## config.mk

```make
export PLATFORM = sky130hd
export DESIGN_NAME = syn_div_loader
export DESIGN_NICKNAME = d
export VERILOG_FILES = /design/src/rtl/syn_div_loader.sv
export SDC_FILE = /design/constraint.sdc
export NUM_CORES = 1
export LEC_CHECK = 0
export CELL_PAD_IN_SITES_DETAIL_PLACEMENT = 0
export CELL_PAD_IN_SITES_GLOBAL_PLACEMENT = 2
export CORE_ASPECT_RATIO = 1.2
export CORE_MARGIN = 2
export CORE_UTILIZATION = 42
export DETAILED_ROUTE_END_ITERATION = 6
export DONT_BUFFER_PORTS = 1
export GPL_TIMING_DRIVEN = 0
export PLACE_DENSITY_LB_ADDON = 0.1
export SLEW_MARGIN = 25
export SYNTH_ARGS = -nofsm -noshare
export SYNTH_HDL_FRONTEND = slang
export SYNTH_SLANG_ARGS = --single-unit
```

## constraint.sdc

```tcl
create_clock -name clk -period 4.4 [get_ports clk]
set_input_delay 0.88 -clock clk [delete_from_list [all_inputs] [get_ports clk]]
set_output_delay 0.88 -clock clk [all_outputs]
set_load 0.02 [all_outputs]
```

## src/rtl/syn_div_loader.sv

```systemverilog
module syn_div_loader #(
  parameter int CLK_HZ        = 50_000_000,
  parameter int SCLK_HZ       = 700,
  parameter int DELAY_PERIODS = 350,
  parameter logic [15:0] REF_RATIO = 16'd1000,
  parameter logic [15:0] CMP_RATIO = 16'd59650
) (
  input  logic clk,
  input  logic rst,
  output logic ser_clk_o,
  output logic ser_data_o,
  output logic ser_le_o,
  output logic done_o
);
  localparam int HALF   = CLK_HZ / (2 * SCLK_HZ);
  localparam int HALF_P = (HALF < 1) ? 1 : HALF;
  localparam int CW     = $clog2(HALF_P + 1);
  localparam int DW     = $clog2(DELAY_PERIODS + 1) + 1;
  localparam logic [4:0] LAST = 5'd17;

  typedef enum logic [1:0] {S_WAIT, S_SEND, S_DONE} st_t;

  st_t           st;
  logic [CW-1:0] div_cnt;
  logic [DW-1:0] dly;
  logic [4:0]    slot;
  logic          phase, frame, data_r, le_r, done_r;
  logic          tick, fall;

  function automatic logic pick(input logic f, input logic [4:0] s);
    logic [15:0] r;
    r = f ? CMP_RATIO : REF_RATIO;
    if (s < 5'd16)       return r[4'd15 - s[3:0]];
    else if (s == 5'd16) return ~f;
    else                 return 1'b0;
  endfunction

  assign tick = (div_cnt == CW'(HALF_P - 1));
  assign fall = tick && phase && (st != S_DONE);

  always_ff @(posedge clk) begin
    if (rst) begin
      div_cnt <= '0;
      phase   <= 1'b0;
      st      <= S_WAIT;
      dly     <= '0;
      slot    <= '0;
      frame   <= 1'b0;
      data_r  <= 1'b0;
      le_r    <= 1'b0;
      done_r  <= 1'b0;
    end else begin
      if (st != S_DONE) begin
        if (tick) begin
          div_cnt <= '0;
          phase   <= ~phase;
        end else begin
          div_cnt <= div_cnt + 1'b1;
        end
      end
      if (fall) begin
        case (st)
          S_WAIT: begin
            if (dly == DW'(DELAY_PERIODS)) begin
              st     <= S_SEND;
              slot   <= '0;
              frame  <= 1'b0;
              data_r <= pick(1'b0, 5'd0);
              le_r   <= 1'b0;
            end else begin
              dly <= dly + 1'b1;
            end
          end
          S_SEND: begin
            if (slot == LAST) begin
              le_r <= 1'b0;
              if (frame) begin
                st     <= S_DONE;
                data_r <= 1'b0;
                done_r <= 1'b1;
              end else begin
                frame  <= 1'b1;
                slot   <= '0;
                data_r <= pick(1'b1, 5'd0);
              end
            end else begin
              slot   <= slot + 1'b1;
              data_r <= pick(frame, slot + 1'b1);
              le_r   <= (slot + 1'b1 == LAST);
            end
          end
          default: ;
        endcase
      end
    end
  end

  assign ser_clk_o  = phase && (st == S_SEND);
  assign ser_data_o = data_r;
  assign ser_le_o   = le_r;
  assign done_o     = done_r;

  assert_data_steady_R8: assert property (@(posedge clk) disable iff (rst)
    ser_clk_o |=> (!ser_clk_o || ($stable(ser_data_o) && $stable(ser_le_o))));

  assert_le_data_low_R6: assert property (@(posedge clk) disable iff (rst)
    ser_le_o |-> !ser_data_o);

  assert_done_sticky_R9: assert property (@(posedge clk) disable iff (rst)
    done_o |=> (done_o && !ser_clk_o && !ser_le_o && !ser_data_o));

  assert_no_clock_waiting_R2: assert property (@(posedge clk) disable iff (rst)
    (st == S_WAIT) |-> (!ser_clk_o && !ser_le_o));

  assert_reset_clear_R1: assert property (@(posedge clk)
    $past(rst) |-> (!ser_clk_o && !ser_data_o && !ser_le_o && !done_o));
endmodule

```

; ---- Yosys cells after proc, flatten, opt, wreduce, memory -nomap -nowiden
; Index checks and enable logic that the tools add are counted.
[word_totals]
ff_bits = 38
latch_bits = 0
mem_bits_rw = 0
rom_bits = 0
in_bits = 2
elab_cells = 63
n_memories = 0
[op_classes]
n_addsub = 4
multipliers = 0
div = 0
magnitude_cmp = 2
n_eq_ne = 11
n_shift = 0
n_mux = 22
bitwise = 3
n_reduce_logical = 12
[op_table]
columns = cell, n
row1 = 16-bit two-way mux, 2
row2 = "16-bit by 1-bit adder with 16-bit output, second input constant", 1
row3 = "16-bit equality test, second input constant", 1
row4 = "5-bit equality test, second input constant", 3
row5 = 5-bit two-way mux, 3
row6 = 4-bit AND reduction, 3
row7 = "10-bit by 1-bit adder with 10-bit output, second input constant", 1
row8 = "10-bit by 9-bit equality test with 1-bit output, second input constant", 1
row9 = 5-bit case mux with 2 select lines, 1
row10 = 1-bit two-way mux, 8
row11 = "2-bit inequality test, second input constant", 4
row12 = 2-bit two-way mux, 3
row13 = 1-bit case mux with 2 select lines, 3
row14 = 3-bit AND reduction, 2
row15 = "5-bit by 1-bit adder with 5-bit output, second input constant", 1
row16 = "4-bit by 5-bit < comparator with 1-bit output, second input constant", 1
row17 = "5-bit < comparator, second input constant", 1
row18 = 5-bit AND reduction, 1
row19 = 1-bit binary-select mux with 4-bit select, 1
row20 = 2-bit case mux with 2 select lines, 1
row21 = "4-bit subtractor, first input constant", 1
row22 = 1-bit logical AND, 3
row23 = "3-bit inequality test, second input constant", 1
row24 = 1-bit NOT, 3
row25 = other kinds (4), 4

; ---- Depth between registers and ports, before layout
; Gate-level depths: netlist (run 1).
[depth]
depth_word = 7
depth_mapped = 8

; ---- Least setup slack after synthesis (run 1)
; No wires, ideal clock.
[synth_timing]
path_type = reg2reg
from = register div_cnt[2]
to = register dly[4]
setup_time_ns = 0.123
arrival_time_ns = 2.238
path_slack_ns = 2.039
stages_incl_launch_ff = 7
period_less_slack_ns = 2.361
cell_sequence = dfxtp_1 or4_4 or4b_4 buf_6 nor4_4 nand3_1 mux2_1
[synth_between]
elab_chain_len = 4
[synth_rtl]
columns = element, line_no
row1 = "start, declared", 24  ; logic [CW-1:0] div_cnt;
row2 = "start signal, assigned", 58  ; div_cnt <= div_cnt + 1'b1;
row3 = 16-bit equality test, 38  ; assign tick = (div_cnt == CW'(HALF_P - 1));
row4 = 1-bit logical AND (2 in series), 39  ; assign fall = tick && phase && (st != S_DONE);
row5 = 3-bit AND reduction (no line), n/a
row6 = "end signal, assigned", 71  ; dly <= dly + 1'b1;
row7 = "end, declared", 25  ; logic [DW-1:0] dly;
; No other way between the ends.
; A chain may end at the register's enable or synchronous reset.

; ---- Final worst setup path (run 1)
[layout_timing]
from = register div_cnt[0]
to = register dly[8]
; Same word-level chain as after synthesis.

==> results of run 1 <==
area by class of cell:
cell class | count | area share (%)
plain buffers | 10 | 2.30
clock buffers | 6 | 3.45
clock inverters | 1 | 1.26
inverters | 12 | 1.88
multi-input cells | 204 | 56.2
flip-flops and latches | 38 | 31.8
well taps | 60 | 3.14
cell usage after synthesis (all sizes together), types with 2 or more instances:
library cell	n	area [sq um]
inv	12	45.0
o21a	2	15.0
nand3	17	85.1
nor2	36	135
nor2b	5	31.3
nor4	7	58.8
dfxtp	38	761
o32ai	2	17.5
ha	7	87.6
and2b	2	15.0
and4	3	26.3
a21oi	7	35.0
clkbuf	7	27.5
nand4	10	62.6
nand2b	7	43.8
nor3b	2	20.0
mux2i	3	30.0
a31o	3	26.3
nor4b	3	26.3
o21ai	7	35.0
xor2	11	96.3
and2	5	31.3
buf	2	18.8
nand2	15	56.3
nor3	6	35.0
and3	7	43.8
o311ai	3	26.3
a211oi	4	30.0
mux2	2	22.5
xnor2	12	105
flip-flops by register name (all words and copies together) (netlist names), 2 cells and up:
name	flops
slot	5
st	2
dly	10
div_cnt	16
worst register-to-register path, delay by kind of cell (launching register included):
kind / cells / cell delay [ns]
adders and majority gates: 1 / 0.18
muxes: 1 / 0.32
DFF: 1 / 0.42
and+or+nand+nor: 4 / 1.51
layout by cell type (no fill, tap or decap), types with 2 or more instances in the layout:
cell,n
o21a_1,2
nor4b_1,3
nand4_1,10
nor4_1,6
mux2i_1,3
nand2_1,15
o32ai_1,2
and2b_1,2
xnor2_1,12
a31o_2,3
clkbuf_8,6
nor3_1,5
xor2_1,11
o21ai_0,7
o311ai_0,3
inv_1,12
clkbuf_1,6
nand2b_1,7
a21oi_1,7
a211oi_1,4
and2_1,5
nand3_1,17
and4_1,3
nor2b_1,5
and3_1,7
mux2_1,2
ha_1,7
dfxtp_1,38
nor2_1,36
metal layers:
layer	routed length [um]	share of wire, %
met2	2500	50
met5	0	0
met3	178	3.6
met4	47	0.94
met1	2260	45
logic make-up after synthesis:
| group | count (synthesis) | share of synthesized area (%) |
|---|---|---|
| AOI/OAI and AO/OA | 37 | 12.0 |
| xor gates and xnor gates | 23 | 9.14 |
| adders and majority gates | 7 | 3.97 |
| buffers and inverters | 22 | 4.54 |
| DFF | 38 | 34.5 |
| muxes | 5 | 2.38 |
| and+or+nand+nor | 132 | 33.5 |
report_power, final:
part	internal [mW]	switching (mW)	leakage, nW
Clock	0.181	0.122	0.0573
Combinational	0.00557	0.0104	0.493
Sequential	0.346	0.00311	0.307
path summary, 6_finish.rpt:
kind	from	to	slack, ns
worst min-delay path	div_cnt[15]	div_cnt[15]	0.53
worst max register to register	div_cnt[0]	dly[8]	1.86
worst min register to register	div_cnt[15]	div_cnt[15]	0.53
worst max-delay path	div_cnt[0]	dly[8]	1.86
==> reports/metrics.cfg, run 1 <==
[yosys]
synth-edff-count=0
yosysSeqAreaShare_pct=34.5
synth-main-ff-cell=dfxtp_1
ys.warnings.count=0
synth_seq_cells=38
synth_async_sr_flop_share_pct=0
yosysUniqueCellTypes=52
netlist_instances=264
synthesis.nets=273
synth_area_sq_mm=0.00220
syn_avg_cell_area_sq_um=8.35

[critical_path]
arrival_ns=2.72
cp.depth=6
critical_path.cell_chain=ha_1, nor4b_1, nand3_1, nor4_4, nand3_1, mux2_1
start_kind=flip-flop
crit_fanout=7
end_kind=flip-flop
rr_worst_depth=6
slowest_delay_ns=0.52
path_buf_inv=0
crit_type=flip-flop to flip-flop
critical_path.top_delay_family=simple AND/OR/NAND/NOR gates
cpMaxStageDelayCell=nor4_4
cp_data_required_time_ns=4.58
cp_common_cell=nand3_1

[sta]
setup_viol=0
hold_slack_ns=0.528
period_share_pct=57.7
fin_ws_ns=1.86
fin_tns_setup_ns=0
rsz0062_at_grt=false
relSlewSlack_pct=55.4
skew_ns=0.00593
hold_viol=0
worst_slew_pin_slew_ns=0.663
fmax_mhz=394
slew_violations=0
fin_crit_ns=2.54

[global_route]
antenna_found_initial=0
grt.overflow.total=0
grt_util_met1_pct=22.8
grtUsageTotal_pct=18.3
grt_pass1_vias=1841
grtUsageMet3_pct=4.13
grt_pass1_wl_um=8750
grt_start_max_net_pins=12
grt-busiest-layer=met2
grt_util_met2_pct=31.1

[power_and_ir_drop]
power_density_mw_per_mm2=280
power_uw=669
leakage_nw=0.857
irDropWorstVdd_mv=0.150

[place]
placed_area_sq_mm=0.00228
portBuffers=0
hpwl_um=3690
placed_cells=324
gp_congestion=0.773
preCtsSetupSlack_ns=1.86

[clocking]
numCtsBuffers=5
postCtsSetupBuffers=0
cts_resized=0
clock_sinks=38
cts_hold_buf=0
cts_tree=done
htreeDepth=2
worstSkewPairLatency_ns=0.29
cts_root_buffer=clkbuf_8
cts_max_path_buffers=2
path_clk_slew_ns=0.08

[floorplan]
rows=28
fp.dieH_um=83.4
pin_count=6
dieWidth_um=70.1
core-area_sq_mm=0.00501
die_area_sq_mm=0.00585
start_util_pct=44.0

[route]
wl_per_cell_um=15.1
ant_nets=0
vias=1864
post-route-drc-count=0
dr.first_iter.drc_count=145
routed_via_density=5.63
drt_first_pass_iters=4
totalWireLength_um=4990

[cells_and_area]
multiInputGateArea_sq_mm=0.00134
fin_util_pct=47.8
drive_gt1_share_pct=7.38
fillers=526
final_nets=280
antenna_cells=0
fin_cells=331
regArea_sq_um=761
areaGrowthSynthToFinish_pct=8.51
finalInstanceArea_sq_mm=0.00239

[worst_hold_path]
hold_class=flip-flop to flip-flop
holdPathStages=2

[flow_run]
maxCapViolations=0

[status]
outcome=finished, final reports clean

Note: power is estimated with default switching activity, not from simulation.
==> run 2: changes to the inputs <==
--- a/config.mk
+++ b/config.mk
@@ -9,7 +9,7 @@
 export CELL_PAD_IN_SITES_GLOBAL_PLACEMENT = 2
 export CORE_ASPECT_RATIO = 1.2
 export CORE_MARGIN = 2
-export CORE_UTILIZATION = 42
+export CORE_UTILIZATION = 35
 export DETAILED_ROUTE_END_ITERATION = 6
 export DONT_BUFFER_PORTS = 1
 export GPL_TIMING_DRIVEN = 0
==> constraint.sdc (replaced) <==
create_clock -name clk -period 2.1 [get_ports clk]
set_input_delay 0.42 -clock clk [delete_from_list [all_inputs] [get_ports clk]]
set_output_delay 0.42 -clock clk [all_outputs]
set_load 0.02 [all_outputs]
==> run 2 against run 1 <==
  * The flow now finishes with violations (setup timing)
  * Clock skew up 0.0075 ns
  * Die area up 19%
  * Setup slack worse by 2.1 ns
  * Non-clock buffer count up 4
  * Utilization down 5.2 points
  * Cell area up 7.5%
  * Critical path type unchanged
  * Global-route usage down 2.0 points
  * Fmax up 10%
==> reports/metrics.cfg, run 2 (synthesized netlist as in run 1, its figures left out) <==
[status]
outcome=finished, violations left
violations=setup timing

[floorplan]
rows=31
dieWidth_um=76.5
fp.dieH_um=90.9
start_util_pct=36.4
pin_count=6
die_area_sq_mm=0.00695
core-area_sq_mm=0.00605

[critical_path]
cp_data_required_time_ns=2.30
startpoint=div_cnt[3]
cpMaxStageDelayCell=or4b_4
start_kind=flip-flop
crit_type=flip-flop to flip-flop
critical_path.cell_chain=or4_4, or4b_4, nor4_4, nand3_1, mux2_4
r2r_end=dly[8]
end_kind=flip-flop
cp-endpoint=dly[8]
crit_fanout=5
r2r-start=div_cnt[3]
slowest_delay_ns=0.58
rr_worst_depth=5
arrival_ns=2.50
rrSetupSlack_ns=-0.20

[sta]
hold_viol=0
hold_slack_ns=0.310
slew_violations=0
relSlewSlack_pct=52.5
worst_slew_pin_slew_ns=0.706
skew_ns=0.0134
fmax_mhz=434
period_share_pct=110
fin_crit_ns=2.30
fin_ws_ns=-0.203
setup_viol=14
rsz0062_at_grt=true

[global_route]
grt_pass1_wl_um=9140
grtUsageTotal_pct=16.3
grt_pass1_vias=1822
grt_start_max_net_pins=14
grt.overflow.total=0
antenna_found_initial=0

[route]
vias=1892
ant_nets=0
dr.first_iter.drc_count=74
totalWireLength_um=5270
wl_per_cell_um=14.7
routed_via_density=5.28
drt_first_pass_iters=4
post-route-drc-count=0

[cells_and_area]
areaGrowthSynthToFinish_pct=16.7
drive_gt1_share_pct=16.3
final_cell_mix=36 x nor2_1, 32 x dfxtp_1, 16 x nand3_1
largest_register_ffs=16
top_register=div_cnt
final_nets=284
reg.largest.list=div_cnt (16), dly (10), slot (5)
final_common_cell=nor2_1
antenna_cells=0

[power_and_ir_drop]
power_switching_uw=308
p_int_mw=1.21
clockPowerShare_pct=49.5
swShare_pct=20.2
power_density_mw_per_mm2=591
irDropWorstVdd_mv=0.352
leakage_nw=0.942
seq_power_share_pct=47.8
pwr-share-comb_pct=2.7

[clocking]
cts_tree=done
path_clk_slew_ns=0.09
worstSkewPairLatency_ns=0.30
cts_max_path_buffers=2
cts_root_buffer=clkbuf_8
htreeDepth=2
clock_sinks=38
numCtsBuffers=5

[place]
hpwl_um=3780
gp_congestion=0.768
portBuffers=0
preCtsSetupSlack_ns=-0.499

[worst_hold_path]
hold_class=primary input to flip-flop

[flow_run]
maxCapViolations=0

## run 2: cell types whose count changed in the layout (fill, tap and decap cells not counted), moves of 2 or more
cell,change
buf_4,+6
dfxtp_1,-6
clkbuf_1,-3
dfxtp_2,+3
dfxtp_4,+3
nor4_1,-2
nor4_2,+2
o311ai_0,-2
o311ai_1,+2
## run 2: power by group through the flow
stage	Sequential (mW)	Combinational, mW	Clock, mW
floorplan	0.747	0.0249	0
global placement	0.749	0.0354	0
detailed placement	0.749	0.0352	0
CTS	0.728	0.0395	0.780
global route	0.727	0.0467	0.806
finish	0.727	0.0410	0.753
## run 2: through the flow
step	instance area (sq um)	total power, mW	std cells	utilization, %	setup TNS, ns
2_1_floorplan	2210	0.772	264	-	-0.881
3_3_place_gp	2310	0.784	346	38.2	-6.26
3_5_place_dp	2310	0.784	346	38.2	-6.09
4_1_cts	2520	1.55	357	41.6	-2.96
5_1_grt	2570	1.58	358	42.5	-3.08
6_report	2570	1.52	358	42.5	-1.99
## run 2: worst min-delay path by stage
stage / from / to / slack (ns) / depth (start not counted)
5_1_grt: rst / slot[3] / 0.32 / 2
6_report: rst / slot[3] / 0.31 / 2
2_1_floorplan: div_cnt[15] / div_cnt[15] / 0.47 / 2
4_1_cts: rst / slot[3] / 0.30 / 2
3_5_place_dp: div_cnt[15] / div_cnt[15] / 0.50 / 2
3_3_place_gp: div_cnt[15] / div_cnt[15] / 0.49 / 2
## run 2: layout make-up
cell class / count / area, sq um
timing repair buffer: 7 / 56.3
clock buffer: 5 / 68.8
clock inverter: 3 / 68.8
tap: 82 / 103
inverter: 12 / 45.0
buffer: 7 / 37.5
multi-input combinational: 204 / 1420
fill: 636 / 3480
sequential: 38 / 776
## run 2: repair_timing
item | CTS | global route
gates cloned | 0 | 0
gates resized for setup | 14 | 12
pin swaps | 8 | 12
endpoints found under the setup margin | 27 | 30
hold buffers | 0 | 0
setup buffers | 6 | 1
## run 2: routing by layer
| layer | GRT usage [%] | wire (um) |
|---|---|---|
| met1 | 20.6 | 2410 |
| met3 | 3.28 | 145 |
| met5 | 0 | 0 |
| met4 | 5.00 | 71 |
| met2 | 27.8 | 2640 |
## run 2: critical path, delay by kind of cell, from the launching register on
family | cells | cell delay [ns]
muxes | 1 | 0.31
and+or+nand+nor | 4 | 1.54
DFF | 1 | 0.36
==> run 3: changes to the inputs <==
--- a/config.mk
+++ b/config.mk
@@ -5,6 +5,7 @@
 export SDC_FILE = /design/constraint.sdc
 export NUM_CORES = 1
 export LEC_CHECK = 0
+export ABC_CLOCK_PERIOD_IN_PS = 2100
 export CELL_PAD_IN_SITES_DETAIL_PLACEMENT = 0
 export CELL_PAD_IN_SITES_GLOBAL_PLACEMENT = 2
 export CORE_ASPECT_RATIO = 1.2
@@ -18,3 +19,4 @@
 export SYNTH_ARGS = -nofsm -noshare
 export SYNTH_HDL_FRONTEND = slang
 export SYNTH_SLANG_ARGS = --single-unit
+export TNS_END_PERCENT = 30
==> run 3 against run 2 <==
  * The run still ends with setup timing left
  * Power shrank 15%
  * Global-route usage grew 0.18 points
  * First-iteration DRC count shrank 4.1%
  * Via count grew 1.7%
  * Critical endpoint unchanged
  * Setup slack lost 0.062 ns
==> reports/metrics.cfg, run 3 (synthesized netlist as in run 1, its figures left out) <==
[clocking]
cts_tree=done
numCtsBuffers=5
path_clk_slew_ns=0.08
worstSkewPairLatency_ns=0.29
clock_sinks=38
cts_max_path_buffers=2
cts_hold_buf=0
htreeDepth=2
cts_root_buffer=clkbuf_8

[power_and_ir_drop]
seq_power_share_pct=56.0
power_mw=1.30
irDropWorstVdd_mv=0.253
swShare_pct=22.8
p_int_mw=1.00
power_density_mw_per_mm2=515
clockPowerShare_pct=40.9
leakage_nw=0.949
power_switching_uw=295
pwr-share-comb_pct=3.1

[critical_path]
critical_path.cell_chain=or4_4, or4b_4, nor4_4, nand3_1, mux2_4
crit_type=flip-flop to flip-flop
start_kind=flip-flop
crit_fanout=5
slowest_delay_ns=0.57
r2r-start=div_cnt[2]
rrSetupSlack_ns=-0.27
cpMaxStageDelayCell=or4b_4
cp_data_required_time_ns=2.28
cp-endpoint=dly[8]
end_kind=flip-flop
arrival_ns=2.55
startpoint=div_cnt[2]
rr_worst_depth=5
r2r_end=dly[8]

[route]
wl_per_cell_um=15.0
post-route-drc-count=0
totalWireLength_um=5390
drt_first_pass_iters=4
routed_via_density=5.34
dr.first_iter.drc_count=71
ant_nets=0
vias=1924

[cells_and_area]
top_register=div_cnt
antenna_cells=0
fillers=663
reg.largest.list=div_cnt (16), dly (10), slot (5)
final_common_cell=nor2_1
areaGrowthSynthToFinish_pct=14.3
final_nets=286
regArea_sq_um=777
fin_cells=360
multiInputGateArea_sq_mm=0.00140
largest_register_ffs=16
final_cell_mix=36 x nor2_1, 33 x dfxtp_1, 16 x nand3_1
drive_gt1_share_pct=15.1

[global_route]
grt_pass1_vias=1871
grt_pass1_wl_um=9160
grt.overflow.total=0
grtUsageTotal_pct=16.4
antenna_found_initial=0
grt_start_max_net_pins=12

[sta]
skew_ns=0.0101
slew_violations=0
fin_ws_ns=-0.265
hold_viol=0
fmax_mhz=423
worst_slew_pin_slew_ns=0.732
setup_viol=14
period_share_pct=113
fin_crit_ns=2.37
relSlewSlack_pct=50.8
rsz0062_at_grt=true

[floorplan]
rows=31
die_area_sq_mm=0.00695
dieWidth_um=76.5
start_util_pct=36.4
core-area_sq_mm=0.00605
pin_count=6
fp.dieH_um=90.9

[status]
outcome=finished, violations left
violations=setup timing

[worst_hold_path]
hold_class=primary input to flip-flop

[place]
hpwl_um=3860
gp_congestion=0.768
placed_cells=346
portBuffers=0

[flow_run]
maxCapViolations=0

run 3: changes by cell type in the layout (fill, tap and decap cells not counted), sizes merged:
cell    previous run  this run
clkbuf            10        12
bufinv             2         0
buf                8        10
run 3: worst min-delay path by stage:
stage | from | endpoint | slack [ns] | cells past startpoint
2_1_floorplan | div_cnt[15] | div_cnt[15] | 0.47 | 2
3_3_place_gp | div_cnt[15] | div_cnt[15] | 0.49 | 2
3_5_place_dp | div_cnt[15] | div_cnt[15] | 0.50 | 2
4_1_cts | rst | slot[3] | 0.31 | 2
5_1_grt | rst | slot[3] | 0.34 | 2
6_report | rst | slot[3] | 0.31 | 2
run 3: metal layers:
layer	up-vias	share of wire, %	global-route usage (%)
met5	-	0	0
met4	0	2.2	6.67
met3	8	3.6	3.48
met2	28	48	28.0
met1	912	46	20.1
li1	976	-	-
run 3: repair_timing:
| item | CTS | global route |
|---|---|---|
| pin swaps | 4 | 7 |
| gates resized for setup | 12 | 10 |
| buffers inserted | 5 | 4 |
| endpoints found under the setup margin | 27 | 31 |
run 3: through the flow:
stage	util [%]	area [sq um]	TNS (ns)	hold WS (ns)	worst slack, ns
floorplan	-	2210	-0.881	0.471	-0.253
global placement	38.2	2310	-6.24	0.493	-0.495
detailed placement	38.2	2310	-6.41	0.495	-0.492
CTS	40.8	2470	-3.37	0.305	-0.326
global route	41.6	2520	-4.11	0.336	-0.351
finish	41.6	2520	-2.55	0.308	-0.265
run 3: power groups by stage:
stage / Combinational (mW) / Clock, mW / Sequential [mW]
after CTS: 0.0366 / 0.547 / 0.729
after global routing: 0.0464 / 0.562 / 0.727
after detailed placement: 0.0353 / 0 / 0.749
after floorplan: 0.0249 / 0 / 0.747
final: 0.0403 / 0.530 / 0.727
after global placement: 0.0354 / 0 / 0.749
run 3: final cells by class:
cell class	count	area share [%]
multi-input cells	204	55.5
flip-flops and latches	38	30.8
well taps	82	4.07
clock buffers	7	3.43
repair buffers	9	2.68
inverters	12	1.79
plain buffers	7	1.49
clock inverters	1	0.199
run 3: worst max-delay path, delay by kind of cell (launching register included):
family / cells / cell delay (ns)
and+or+nand+nor: 4 / 1.59
muxes: 1 / 0.32
DFF: 1 / 0.35
